## config.mk

```make
export PLATFORM = sky130hd
export DESIGN_NAME = cam_cci_target
export DESIGN_NICKNAME = d
export VERILOG_FILES = /design/src/rtl/cam_cci_pkg.sv /design/src/rtl/cam_cci_line_sync.sv /design/src/rtl/cam_cci_link.sv /design/src/rtl/cam_cci_regs.sv /design/src/rtl/cam_cci_target.sv
export SDC_FILE = /design/constraint.sdc
export NUM_CORES = 1
export LEC_CHECK = 0
export ABC_AREA = 1
export CORE_MARGIN = 2
export CORE_UTILIZATION = 45
export DETAILED_ROUTE_END_ITERATION = 7
export RECOVER_POWER = 50
export SKIP_CTS_REPAIR_TIMING = 1
export SYNTH_ARGS = -nofsm -noshare
export SYNTH_HDL_FRONTEND = slang
export SYNTH_SLANG_ARGS = --single-unit
```

## constraint.sdc

```tcl
create_clock -name clk -period 8.3 [get_ports clk]
set_input_delay 1.66 -clock clk [delete_from_list [all_inputs] [get_ports clk]]
set_output_delay 1.66 -clock clk [all_outputs]
set_load 0.005 [all_outputs]
```

## src/rtl/cam_cci_pkg.sv

```systemverilog
package cam_cci_pkg;
  localparam int PTR_W = 16;

  typedef enum logic [2:0] {
    ST_IDLE,
    ST_RX,
    ST_ACK_TX,
    ST_TX,
    ST_ACK_RX
  } link_state_e;

  typedef enum logic [1:0] {
    PH_DEV,
    PH_IDX_HI,
    PH_IDX_LO,
    PH_DATA
  } phase_e;
endpackage

```

## src/rtl/cam_cci_line_sync.sv

```systemverilog
module cam_cci_line_sync (
  input  logic clk,
  input  logic rst_n,
  input  logic scl_i,
  input  logic sda_i,
  output logic scl_s,
  output logic sda_s,
  output logic scl_rise,
  output logic scl_fall,
  output logic start_p,
  output logic stop_p
);
  logic scl_m, scl_q, scl_d;
  logic sda_m, sda_q, sda_d;

  always_ff @(posedge clk or negedge rst_n) begin
    if (!rst_n) begin
      scl_m <= 1'b1; scl_q <= 1'b1; scl_d <= 1'b1;
      sda_m <= 1'b1; sda_q <= 1'b1; sda_d <= 1'b1;
    end else begin
      scl_m <= scl_i; scl_q <= scl_m; scl_d <= scl_q;
      sda_m <= sda_i; sda_q <= sda_m; sda_d <= sda_q;
    end
  end

  assign scl_s    = scl_q;
  assign sda_s    = sda_q;
  assign scl_rise = scl_q & ~scl_d;
  assign scl_fall = ~scl_q & scl_d;
  assign start_p  = scl_q & scl_d & sda_d & ~sda_q;
  assign stop_p   = scl_q & scl_d & ~sda_d & sda_q;
endmodule

```

## src/rtl/cam_cci_link.sv

```systemverilog
module cam_cci_link
  import cam_cci_pkg::*;
#(
  parameter logic [6:0] DEV_ADDR = 7'h36
) (
  input  logic             clk,
  input  logic             rst_n,
  input  logic             sda_s,
  input  logic             scl_rise,
  input  logic             scl_fall,
  input  logic             start_p,
  input  logic             stop_p,
  input  logic [7:0]       rd_data,
  output logic             sda_oe,
  output logic [PTR_W-1:0] ptr,
  output logic             wr_en,
  output logic [7:0]       wr_data,
  output logic             fetch
);
  link_state_e      state_q, state_d;
  phase_e           phase_q, phase_d;
  logic [3:0]       cnt_q, cnt_d;
  logic [7:0]       sh_q, sh_d;
  logic [7:0]       hi_q, hi_d;
  logic [PTR_W-1:0] ptr_q, ptr_d;
  logic             rw_q, rw_d;
  logic             oe_q, oe_d;
  logic             hack_q, hack_d;

  always_comb begin
    state_d = state_q; phase_d = phase_q; cnt_d = cnt_q; sh_d = sh_q;
    hi_d = hi_q; ptr_d = ptr_q; rw_d = rw_q; oe_d = oe_q; hack_d = hack_q;
    wr_en = 1'b0; fetch = 1'b0;
    if (stop_p) begin
      state_d = ST_IDLE; oe_d = 1'b0;
    end else if (start_p) begin
      state_d = ST_RX; phase_d = PH_DEV; cnt_d = '0; oe_d = 1'b0;
    end else begin
      unique case (state_q)
        ST_RX: begin
          if (scl_rise) begin
            sh_d  = {sh_q[6:0], sda_s};
            cnt_d = cnt_q + 4'd1;
          end else if (scl_fall && cnt_q == 4'd8) begin
            cnt_d   = '0;
            state_d = ST_ACK_TX;
            oe_d    = 1'b1;
            unique case (phase_q)
              PH_DEV: begin
                if (sh_q[7:1] == DEV_ADDR) rw_d = sh_q[0];
                else begin state_d = ST_IDLE; oe_d = 1'b0; end
              end
              PH_IDX_HI: hi_d  = sh_q;
              PH_IDX_LO: ptr_d = {hi_q, sh_q};
              PH_DATA: begin
                wr_en = 1'b1;
                ptr_d = ptr_q + 1'b1;
              end
            endcase
          end
        end
        ST_ACK_TX: begin
          if (scl_fall) begin
            cnt_d = '0;
            if (phase_q == PH_DEV && rw_q) begin
              fetch = 1'b1; sh_d = rd_data; ptr_d = ptr_q + 1'b1;
              oe_d = ~rd_data[7]; state_d = ST_TX;
            end else begin
              oe_d = 1'b0; state_d = ST_RX;
              phase_d = (phase_q == PH_DEV)    ? PH_IDX_HI :
                        (phase_q == PH_IDX_HI) ? PH_IDX_LO : PH_DATA;
            end
          end
        end
        ST_TX: begin
          if (scl_fall) begin
            if (cnt_q == 4'd7) begin
              oe_d = 1'b0; state_d = ST_ACK_RX;
            end else begin
              sh_d  = {sh_q[6:0], 1'b0};
              oe_d  = ~sh_q[6];
              cnt_d = cnt_q + 4'd1;
            end
          end
        end
        ST_ACK_RX: begin
          if (scl_rise) hack_d = ~sda_s;
          else if (scl_fall) begin
            cnt_d = '0;
            if (hack_q) begin
              fetch = 1'b1; sh_d = rd_data; ptr_d = ptr_q + 1'b1;
              oe_d = ~rd_data[7]; state_d = ST_TX;
            end else state_d = ST_IDLE;
          end
        end
        default: ;
      endcase
    end
  end

  always_ff @(posedge clk or negedge rst_n) begin
    if (!rst_n) begin
      state_q <= ST_IDLE; phase_q <= PH_DEV; cnt_q <= '0; sh_q <= '0;
      hi_q <= '0; ptr_q <= '0; rw_q <= 1'b0; oe_q <= 1'b0; hack_q <= 1'b0;
    end else begin
      state_q <= state_d; phase_q <= phase_d; cnt_q <= cnt_d; sh_q <= sh_d;
      hi_q <= hi_d; ptr_q <= ptr_d; rw_q <= rw_d; oe_q <= oe_d; hack_q <= hack_d;
    end
  end

  assign sda_oe  = oe_q;
  assign ptr     = ptr_q;
  assign wr_data = sh_q;


  nack_release_chk: assert property (@(posedge clk) disable iff (!rst_n)
    (state_q == ST_ACK_RX && scl_fall && !hack_q && !start_p && !stop_p) |=> !sda_oe);
endmodule

```

## src/rtl/cam_cci_regs.sv

```systemverilog
module cam_cci_regs
  import cam_cci_pkg::*;
#(
  parameter int NUM_BYTES  = 16,
  parameter int WIDE_BASE  = 8,
  parameter int WIDE_BYTES = 4
) (
  input  logic                    clk,
  input  logic                    rst_n,
  input  logic [PTR_W-1:0]        addr,
  input  logic                    wr_en,
  input  logic [7:0]              wr_data,
  input  logic                    fetch,
  input  logic                    stop_p,
  input  logic                    hw_load,
  input  logic [8*WIDE_BYTES-1:0] hw_data,
  output logic [7:0]              rd_data,
  output logic [8*WIDE_BYTES-1:0] wide_q
);
  localparam int WIDE_W = 8 * WIDE_BYTES;
  localparam int AW     = (NUM_BYTES > 1) ? $clog2(NUM_BYTES) : 1;
  localparam int OW     = (WIDE_BYTES > 1) ? $clog2(WIDE_BYTES) : 1;

  logic [8*NUM_BYTES-1:0] mem_q, mem_d;
  logic [WIDE_W-1:0]      shadow_q, shadow_d, snap_q, snap_d, wide_d;
  logic                   pend_q, pend_d;
  logic                   in_range, in_wide, wide_hit, last_hit, commit;
  logic [PTR_W-1:0]       off_full;
  logic [OW-1:0]          off;
  logic [AW-1:0]          idx;

  assign in_range = addr < PTR_W'(NUM_BYTES);
  assign in_wide  = (addr >= PTR_W'(WIDE_BASE)) && (addr < PTR_W'(WIDE_BASE + WIDE_BYTES));
  assign off_full = addr - PTR_W'(WIDE_BASE);
  assign off      = off_full[OW-1:0];
  assign idx      = addr[AW-1:0];
  assign wide_hit = wr_en && in_wide;
  assign last_hit = wide_hit && (off == OW'(WIDE_BYTES - 1));
  assign commit   = last_hit || (stop_p && pend_q);

  always_comb begin
    mem_d = mem_q;
    for (int i = 0; i < NUM_BYTES; i++) begin
      if (wr_en && addr == PTR_W'(i) && !(i >= WIDE_BASE && i < WIDE_BASE + WIDE_BYTES))
        mem_d[8*i +: 8] = wr_data;
    end
  end

  for (genvar L = 0; L < WIDE_BYTES; L++) begin : g_lane
    localparam int HI = WIDE_W - 1 - 8 * L;
    assign shadow_d[HI -: 8] = (wide_hit && off == OW'(L)) ? wr_data :
                               (pend_q ? shadow_q[HI -: 8] : wide_q[HI -: 8]);
  end

  always_comb begin
    pend_d = commit ? 1'b0 : (wide_hit ? 1'b1 : pend_q);
    wide_d = commit ? shadow_d : (hw_load ? hw_data : wide_q);
    snap_d = (fetch && in_wide && off == '0) ? wide_q : snap_q;
    if (!in_range)      rd_data = 8'h00;
    else if (in_wide)   rd_data = (off == '0) ? wide_q[WIDE_W-1 -: 8]
                                              : snap_q[WIDE_W - 1 - 8 * int'(off) -: 8];
    else                rd_data = mem_q[8*idx +: 8];
  end

  always_ff @(posedge clk or negedge rst_n) begin
    if (!rst_n) begin
      mem_q <= '0; shadow_q <= '0; snap_q <= '0; wide_q <= '0; pend_q <= 1'b0;
    end else begin
      mem_q <= mem_d; shadow_q <= shadow_d; snap_q <= snap_d;
      wide_q <= wide_d; pend_q <= pend_d;
    end
  end


  wide_change_src_chk: assert property (@(posedge clk) disable iff (!rst_n)
    !$stable(wide_q) |-> $past(hw_load || stop_p || wr_en));


  snap_hold_chk: assert property (@(posedge clk) disable iff (!rst_n)
    (hw_load && !fetch && in_wide && off != '0) |=> (!$stable(addr) || $stable(rd_data)));
endmodule

```

## src/rtl/cam_cci_target.sv

```systemverilog
module cam_cci_target
  import cam_cci_pkg::*;
#(
  parameter logic [6:0] DEV_ADDR   = 7'h36,
  parameter int         NUM_BYTES  = 16,
  parameter int         WIDE_BASE  = 8,
  parameter int         WIDE_BYTES = 4
) (
  input  logic                    clk,
  input  logic                    rst_n,
  input  logic                    scl_i,
  input  logic                    sda_i,
  output logic                    sda_oe,
  input  logic                    hw_load,
  input  logic [8*WIDE_BYTES-1:0] hw_data,
  output logic [8*WIDE_BYTES-1:0] wide_q
);
  logic rst_m, rst_l;
  logic scl_s, sda_s, scl_rise, scl_fall, start_p, stop_p;
  logic wr_en, fetch;
  logic [7:0] wr_data, rd_data;
  logic [PTR_W-1:0] ptr;

  always_ff @(posedge clk or negedge rst_n) begin
    if (!rst_n) begin
      rst_m <= 1'b0; rst_l <= 1'b0;
    end else begin
      rst_m <= 1'b1; rst_l <= rst_m;
    end
  end

  cam_cci_line_sync i_sync (
    .clk(clk), .rst_n(rst_l), .scl_i(scl_i), .sda_i(sda_i),
    .scl_s(scl_s), .sda_s(sda_s), .scl_rise(scl_rise), .scl_fall(scl_fall),
    .start_p(start_p), .stop_p(stop_p)
  );

  cam_cci_link #(.DEV_ADDR(DEV_ADDR)) i_link (
    .clk(clk), .rst_n(rst_l), .sda_s(sda_s), .scl_rise(scl_rise),
    .scl_fall(scl_fall), .start_p(start_p), .stop_p(stop_p),
    .rd_data(rd_data), .sda_oe(sda_oe), .ptr(ptr), .wr_en(wr_en),
    .wr_data(wr_data), .fetch(fetch)
  );

  cam_cci_regs #(
    .NUM_BYTES(NUM_BYTES), .WIDE_BASE(WIDE_BASE), .WIDE_BYTES(WIDE_BYTES)
  ) i_regs (
    .clk(clk), .rst_n(rst_l), .addr(ptr), .wr_en(wr_en), .wr_data(wr_data),
    .fetch(fetch), .stop_p(stop_p), .hw_load(hw_load), .hw_data(hw_data),
    .rd_data(rd_data), .wide_q(wide_q)
  );


  sda_low_clock_chk: assert property (@(posedge clk) disable iff (!rst_l)
    !$stable(sda_oe) |-> !scl_s);


  write_pulse_chk: assert property (@(posedge clk) disable iff (!rst_l)
    wr_en |=> !wr_en);
endmodule

```

======== Yosys cells after proc, flatten, opt, wreduce, memory -nomap -nowiden ========
Index checks and enable logic that the tools add are counted.
storage, ports and cells
  flip-flop bits (word level) ............. 245
  bits in latches ......................... 0
  RAM bits ................................ 0
  memory bits (read-only) ................. 0
  bits of input ports ..................... 37
  output and inout port bits .............. 33
  logic and storage cells ................. 239
  memories kept ........................... 0
cells by class
  add/subtract/negate cells ............... 4
  multipliers ............................. 0
  divide/modulo/power cells ............... 0
  $lt $le $gt $ge ......................... 3
  eq/ne operators ......................... 48
  shifts and indexed selects .............. 2
  muxes and demuxes ....................... 89
  bitwise operators ....................... 16
  reduce and logical (&&, ||, !) cells .... 44
operators by type and width
  operator                 number
  $mux W8                  19
  $shiftx A128 B8 Y8       1
  $mux W16                 7
  $eq A16 B3 Y1 const B    4
  $eq A16 B4 Y1 const B    4
  $mux W32                 2
  $pmux W16 S3             1
  $shiftx A39 B32 Y8       1
  $eq A16 B2 Y1 const B    2
  $pmux W16 S2             1
  $pmux W8 S4              1
  $mux W3                  10
  $mux W1                  29
  $mux W4                  7
  $ne A4 B2 Y1 const B     6
  $logic_and A1 B1 Y1      23
  $reduce_and A11 Y1       2
  $add A16 B1 Y16 const B  1
  $eq A16 B1 Y1 const B    1
  $ge A16 B4 Y1 const B    1
  $logic_not A16 Y1        1
  $lt A16 B4 Y1 const B    1
  $lt A16 B5 Y1 const B    1
  $mux W2                  8
  35 further kinds         72

======== Longest topological paths before layout ========
Gate-level depths: netlist of run 1.
  depth after elaboration ................. 13
  gate-level depth with buffers ........... 14
  mapped depth without buffers ............ 13

======== Modules after synthesis ========
A second synthesis of run 1 with hierarchy kept.
unflattened totals
  cell total of the unflattened synthesis .. 1,567
  area, all modules ....................... 12,031.5 um^2
by module, submodules not included
  module             times used  cells each  area each (um^2)  sequential area each (um^2)
  cam_cci_regs       1           1,078       8,712.1           4,629.4
  cam_cci_link       1           469         3,066.7           1,101.1
  cam_cci_line_sync  1           17          198.9             157.7
  cam_cci_target     1           3           53.8              50.0

======== Worst setup path before layout of run 1 ========
No wires, ideal clock.
  path kind ............................... input port to flip-flop
  start ................................... input port hw_load
  end ..................................... register i_regs.wide_q[10]
  setup time .............................. 113 ps
  data arrival time ....................... 2,432 ps
  data required time ...................... 8,187 ps
  setup slack ............................. 5,755 ps
  stages on the path ...................... 5
  path buffers ............................ 2
  cell sequence ........................... buf_1 -> clkbuf_1 -> o2111ai_1 -> nand2_1 -> inv_1
on the way
  word-level cells in the longest chain between the ends .. 1
RTL lines
  item                                 RTL line              source
  from (decl)                          cam_cci_target.sv:14  input logic hw_load,
  $reduce_bool A2 Y1 (no source line)  -
  to (signal assigned)                 cam_cci_regs.sv:70    wide_q <= wide_d; pend_q <= pend_d;
  to (decl)                            cam_cci_regs.sv:18    output logic [8*WIDE_BYTES-1:0] wide_q
No other way between the ends.
A chain may end at the register's enable or synchronous reset.

==> results.json, run 1 <==
{
  "boundaryPins": 70,
  "synth.largest_area_cell": "dfrtp_1",
  "ys_warn_count": 0,
  "grt_pass1_wl_mm": 56.2,
  "ys_types": 43,
  "clk_latency_ns": 0.54,
  "dp_cells": 1937,
  "drtAntennaViolNets": 0,
  "hold_ws_ns": 0.346,
  "core_area_mm2": 0.0270,
  "grt_setup_unrepaired": "no",
  "routed_wl_mm": 34.6,
  "fmax_mhz": 233,
  "min_from": "rst_m$_DFF_PN0_",
  "failed_checks": "capacitance limit, slew limit",
  "min_to": "rst_l$_DFF_PN0_",
  "path_cells": "clkbuf_1",
  "pwr-share-seq_pct": 38.7,
  "drv_slew": 105,
  "utilization_pct": 52.1,
  "die_w_um": 170,
  "dpl_worst_slack_ns": 5.27,
  "multiInputGateArea_mm2": 0.00526,
  "end_kind": "async pin",
  "wl_per_cell_um": 17.4,
  "clock_path_buffers": 3,
  "hold_viol_final": 0,
  "vias": 10654,
  "port_buffers": 69,
  "whs_path_depth": 0,
  "clock_sinks": 245,
  "syn_area_per_cell_um2": 7.75,
  "grt_start_max_net_pins": 75,
  "cts_tree": "done",
  "path_max_fanout": 58,
  "diodes": 0,
  "max_cap_viol_count": 2,
  "gp_congestion": 0.911,
  "switching_share_pct": 34.7,
  "rrSetupSlack_ns": 4.01,
  "synth_edf_count": 0,
  "path_buf_inv": 1,
  "drive_gt1_share_pct": 7.23,
  "dp_hpwl_mm": 22.5,
  "r2r_end": "i_link.rw_q$_DFFE_PN0P_",
  "leakage_nw": 6.61,
  "dieHeight_um": 170,
  "fp-row-count": 60,
  "drc_errors": 0,
  "skew_ns": 0.00748,
  "syn2layout_area_growth_pct": 13.5,
  "synth_seq_cells": 245,
  "drt_iter0_drc": 977,
  "ys_seq_area_share_pct": 49.5,
  "startpoint_type": "flip-flop",
  "synth_flop_cell": "dfrtp_1",
  "antenna_found_initial": 0,
  "critPathKind": "reg -> async",
  "seq_area_mm2": 0.00614,
  "synthTopCellsByArea": "dfrtp_1 48%, nand2_1 16%, o21ai_0 7.6%, nand3_1 4.3%, inv_1 3.5%",
  "stdcell_count": 1988,
  "synthArstFlopShare_pct": 100,
  "p_sw_mw": 1.20,
  "finalSetupViolCount": 0,
  "cts_buffers": 29,
  "worstMarginPinSlew_ns": 2.46,
  "critical_path.top_delay_family": "flip-flops",
  "clkPwrFrac_pct": 35.7,
  "reg2reg_from": "rst_l$_DFF_PN0_",
  "comb_power_share_pct": 25.6,
  "nets": 1670,
  "clkTransAtPathRegs_ns": 0.05,
  "syn-cell-area_mm2": 0.0124,
  "initial_core_util_pct": 45.9,
  "required_ns": 8.43,
  "nFillCells": 2639,
  "run_status": "finished, violations left",
  "fin_crit_sh_pct": 51.7,
  "p_int_mw": 2.25,
  "crit_arrival_ns": 4.42,
  "maxSlewHeadroom_pct": -64.3,
  "ff2ff_path_depth": 1,
  "synth_fp_nets": 1643,
  "first_pass_iters": 5,
  "track_usage_pct": 24.7,
  "vdd_ir_drop_max_v": 0.000199,
  "syn-instance-count": 1600,
  "power.density_mw_per_mm2": 245,
  "finalWorstSetupSlack_ns": 4.01,
  "hp-class": "reg -> reg",
  "die-area_mm2": 0.0289,
  "finalSetupTns_ns": 0,
  "cpMaxStageDelayCell": "dfrtp_1",
  "grt_pass1_vias": 10083,
  "fin_crit_ns": 4.29,
  "gr-total-overflow": 0,
  "cts_root_buffer": "clkbuf_16",
  "via_per_inst": 5.36,
  "cpPeakStageDelay_ns": 2.00,
  "htree_num_levels": 1,
  "synth_top_area_share_pct": 48.3
}
-- final cells by class --
class | instances | area share, %
Sequential cell | 245 | 43.6
Multi-Input combinational cell | 1123 | 37.4
Clock buffer | 46 | 6.18
Timing Repair Buffer | 80 | 5.43
Inverter | 148 | 3.96
Tap cell | 341 | 3.03
Clock inverter | 5 | 0.356
-- worst max-delay path by stage --
| stage | cells past startpoint | end | start | slack, ns |
|---|---|---|---|---|
| after floorplan | 0 | i_link.cnt_q[0]$_DFFE_PN0P_ | rst_l$_DFF_PN0_ | 0.98 |
| after detailed placement | 4 | i_regs.snap_q[25]$_DFFE_PN0P_ | i_link.ptr[0]$_DFFE_PN0P_ | 5.27 |
| after global routing | 1 | i_regs.mem_q[6]$_DFFE_PN0P_ | rst_l$_DFF_PN0_ | 3.09 |
| after global placement | 7 | i_regs.mem_q[98]$_DFFE_PN0P_ | i_link.ptr[0]$_DFFE_PN0P_ | 5.44 |
| after CTS | 1 | wide_q[29] | i_regs.wide_q[29]$_DFFE_PN0P_ | 5.11 |
| final | 1 | i_link.rw_q$_DFFE_PN0P_ | rst_l$_DFF_PN0_ | 4.01 |
-- per-stage QoR --
stage | cell area [um^2] | total power [mW]
6_report | 14100 | 3.45
3_5_place_dp | 13200 | 2.22
5_1_grt | 14100 | 3.62
4_1_cts | 14100 | 3.46
2_1_floorplan | 12400 | 1.92
3_3_place_gp | 13200 | 2.22
-- Yosys cell counts (11+ instances only) --
master     number
a21oi_1        37
o2111ai_1      32
nor2_1         80
clkinv_1       14
nand3_1       106
nand2_1       544
inv_2          18
dfrtp_1       239
clkbuf_1       45
o21ai_0       188
inv_1         115
o21ai_1        39
o21ai_2        11
buf_2          21
-- power groups by stage --
| stage | Clock, mW | Sequential [mW] | Combinational (mW) |
|---|---|---|---|
| after CTS | 1.25 | 1.33 | 0.874 |
| final | 1.23 | 1.33 | 0.882 |
| after global routing | 1.30 | 1.34 | 0.979 |
| after global placement | 0 | 1.35 | 0.862 |
| after detailed placement | 0 | 1.35 | 0.869 |
| after floorplan | 0 | 1.34 | 0.580 |
-- flip-flops by register name, indices dropped and copies added (netlist names), 2 cells and up --
signal and flops:
i_link.wr_data 8, i_regs.wide_q 32, i_link.state_q 3, i_link.cnt_q 4, i_link.ptr 16, i_regs.snap_q 32, i_regs.mem_q 96, i_regs.shadow_q 32
i_link.hi_q 8, i_link.phase_q 2
-- per-layer routing --
metal	part of all wire (%)	vias up	track usage, %
met4	2.6	0	6.84
met5	0	-	0
met3	5.6	52	3.44
li1	-	5243	-
met1	47	5065	36.2
met2	45	294	38.3
-- layout by cell type (no fill, tap or decap), types with 29 or more instances in the layout --
cell,count
nand2_1,545
dfrtp_1,237
o21ai_0,188
inv_1,116
nand3_1,106
nor2_1,82
clkdlybuf4s50_1,65
o21ai_1,39
a21oi_1,37
o2111ai_1,32
clkbuf_16,29
-- logic make-up (layout without fill, tap and decap cells) --
kind of cell	Yosys count	in the layout	share of synthesized area, %
and+or+nand+nor	784	784	26.7
AOI/OAI and AO/OA	326	326	14.9
DFF	245	245	49.5
buffers and inverters	232	279	7.82
adders and majority gates	6	6	0.606
xor gates and xnor gates	6	6	0.424
other	1	1	0.0303
(Power assumes the default switching activity.)
==> run 2, diff against run 1 <==
==> constraint.sdc (replaced) <==
create_clock -name clk -period 4.1 [get_ports clk]
set_input_delay 0.82 -clock clk [delete_from_list [all_inputs] [get_ports clk]]
set_output_delay 0.82 -clock clk [all_outputs]
set_load 0.005 [all_outputs]
==> results.json, run 2 (synthesis results as in run 1) <==
{
  "run_status": "finished, violations left",
  "failed_checks": "capacitance limit, slew limit",
  "antenna_found_initial": 0,
  "power.density_mw_per_mm2": 506,
  "drt_iter0_drc": 1078,
  "grt_pass1_vias": 9808,
  "startpoint_type": "flip-flop",
  "grt_pass1_wl_mm": 55.8,
  "fin_crit_sh_pct": 66.3,
  "clkTransAtPathRegs_ns": 0.06,
  "syn2layout_area_growth_pct": 14.8,
  "power_mw": 7.21,
  "required_ns": 4.77,
  "gr-total-overflow": 0,
  "grt_start_max_net_pins": 68,
  "crit_arrival_ns": 3.39,
  "nets": 1672,
  "cts_buffers": 29,
  "finalSetupTns_ns": 0,
  "regMostFlops": "i_regs.mem_q",
  "path_max_fanout": 61,
  "cts_root_buffer": "clkbuf_16",
  "leakage_nw": 6.67,
  "gp_congestion": 0.907,
  "grt_setup_unrepaired": "no",
  "routed_wl_mm": 34.8,
  "drc_errors": 0,
  "initial_core_util_pct": 45.9,
  "path_buf_inv": 1,
  "drv_slew": 59,
  "die-area_mm2": 0.0289,
  "via_per_inst": 5.34,
  "cpMaxStageDelayCell": "dfrtp_1",
  "diodes": 0,
  "cts_tree": "done",
  "skew_ns": 0.0165,
  "fin_crit_ns": 2.72,
  "critical_path.top_delay_family": "flip-flops",
  "fmax_mhz": 368,
  "layout_commonest_cell": "nand2_1",
  "vdd_ir_drop_max_v": 0.000384,
  "fp-row-count": 60,
  "drtAntennaViolNets": 0,
  "clock_sinks": 245,
  "dieHeight_um": 170,
  "largest_reg_flops": 96,
  "finalSetupViolCount": 0,
  "max_cap_viol_count": 1,
  "path_cells": "buf_4",
  "maxSlewHeadroom_pct": -78.1,
  "vias": 10642,
  "dp_hpwl_mm": 22.4,
  "hp-class": "reg -> reg",
  "cpPeakStageDelay_ns": 2.14,
  "drive_gt1_share_pct": 8.00,
  "worstMarginPinSlew_ns": 2.67,
  "boundaryPins": 70,
  "track_usage_pct": 24.7,
  "clock_path_buffers": 3,
  "first_pass_iters": 6,
  "clk_latency_ns": 0.54,
  "final_cell_mix": "546 x nand2_1, 237 x dfrtp_1, 188 x o21ai_0, 114 x inv_1, 106 x nand3_1",
  "htree_num_levels": 1,
  "critPathKind": "reg -> async",
  "end_kind": "async pin",
  "die_w_um": 170,
  "core_area_mm2": 0.0270,
  "hold_viol_final": 0,
  "port_buffers": 69,
  "wl_per_cell_um": 17.5
}
[run 2: path summary, 6_finish.rpt]
kind | startpoint | to | slack, ns | cells past startpoint
setup / recovery | rst_l$_DFF_PN0_ | i_regs.shadow_q[12]$_DFF_PN0_ | 1.38 | 1
hold / removal | rst_m$_DFF_PN0_ | rst_l$_DFF_PN0_ | 0.35 | 0
setup reg to reg | rst_l$_DFF_PN0_ | i_regs.shadow_q[12]$_DFF_PN0_ | 1.38 | 1
hold reg to reg | rst_m$_DFF_PN0_ | rst_l$_DFF_PN0_ | 0.35 | 0
max in group clk | i_link.ptr[3]$_DFFE_PN0P_ | i_regs.wide_q[30]$_DFFE_PN0P_ | 1.44 | 7
min in group asynchronous | rst_n | rst_m$_DFF_PN0_ | 0.52 | 1
[run 2: layout make-up]
type	instances	area [um^2]
repair buffers	82	821
multi-input cells	1123	5270
well taps	341	427
clock buffers	36	782
flip-flops and latches	245	6140
fillers	2609	12800
inverters	148	561
clock inverters	17	226
[run 2: through the flow]
stage / hold slack (ns) / instance area, um^2 / worst slack [ns] / std cells / utilization (%)
2_1_floorplan: 0.331 / 12400 / 0.0833 / 1600 / -
4_1_cts: 0.352 / 14200 / 1.59 / 1992 / 52.7
6_report: 0.349 / 14200 / 1.38 / 1992 / 52.7
5_1_grt: 0.359 / 14200 / 0.883 / 1992 / 52.7
3_5_place_dp: 0.337 / 13200 / 1.61 / 1939 / 49.0
3_3_place_gp: 0.333 / 13200 / 1.66 / 1939 / 49.0
[run 2: routing by layer]
metal / routed length (um) / track usage, %
met1: 16100 / 35.3
met2: 15400 / 38.2
met3: 1950 / 3.74
met4: 1350 / 8.73
met5: 0 / 0
[run 2: report_power, final]
part | internal (mW) | total [mW] | switching [mW]
clock network | 1.67 | 2.70 | 1.04
logic | 0.519 | 1.81 | 1.29
registers | 2.54 | 2.70 | 0.152
total | 4.73 | 7.21 | 2.48
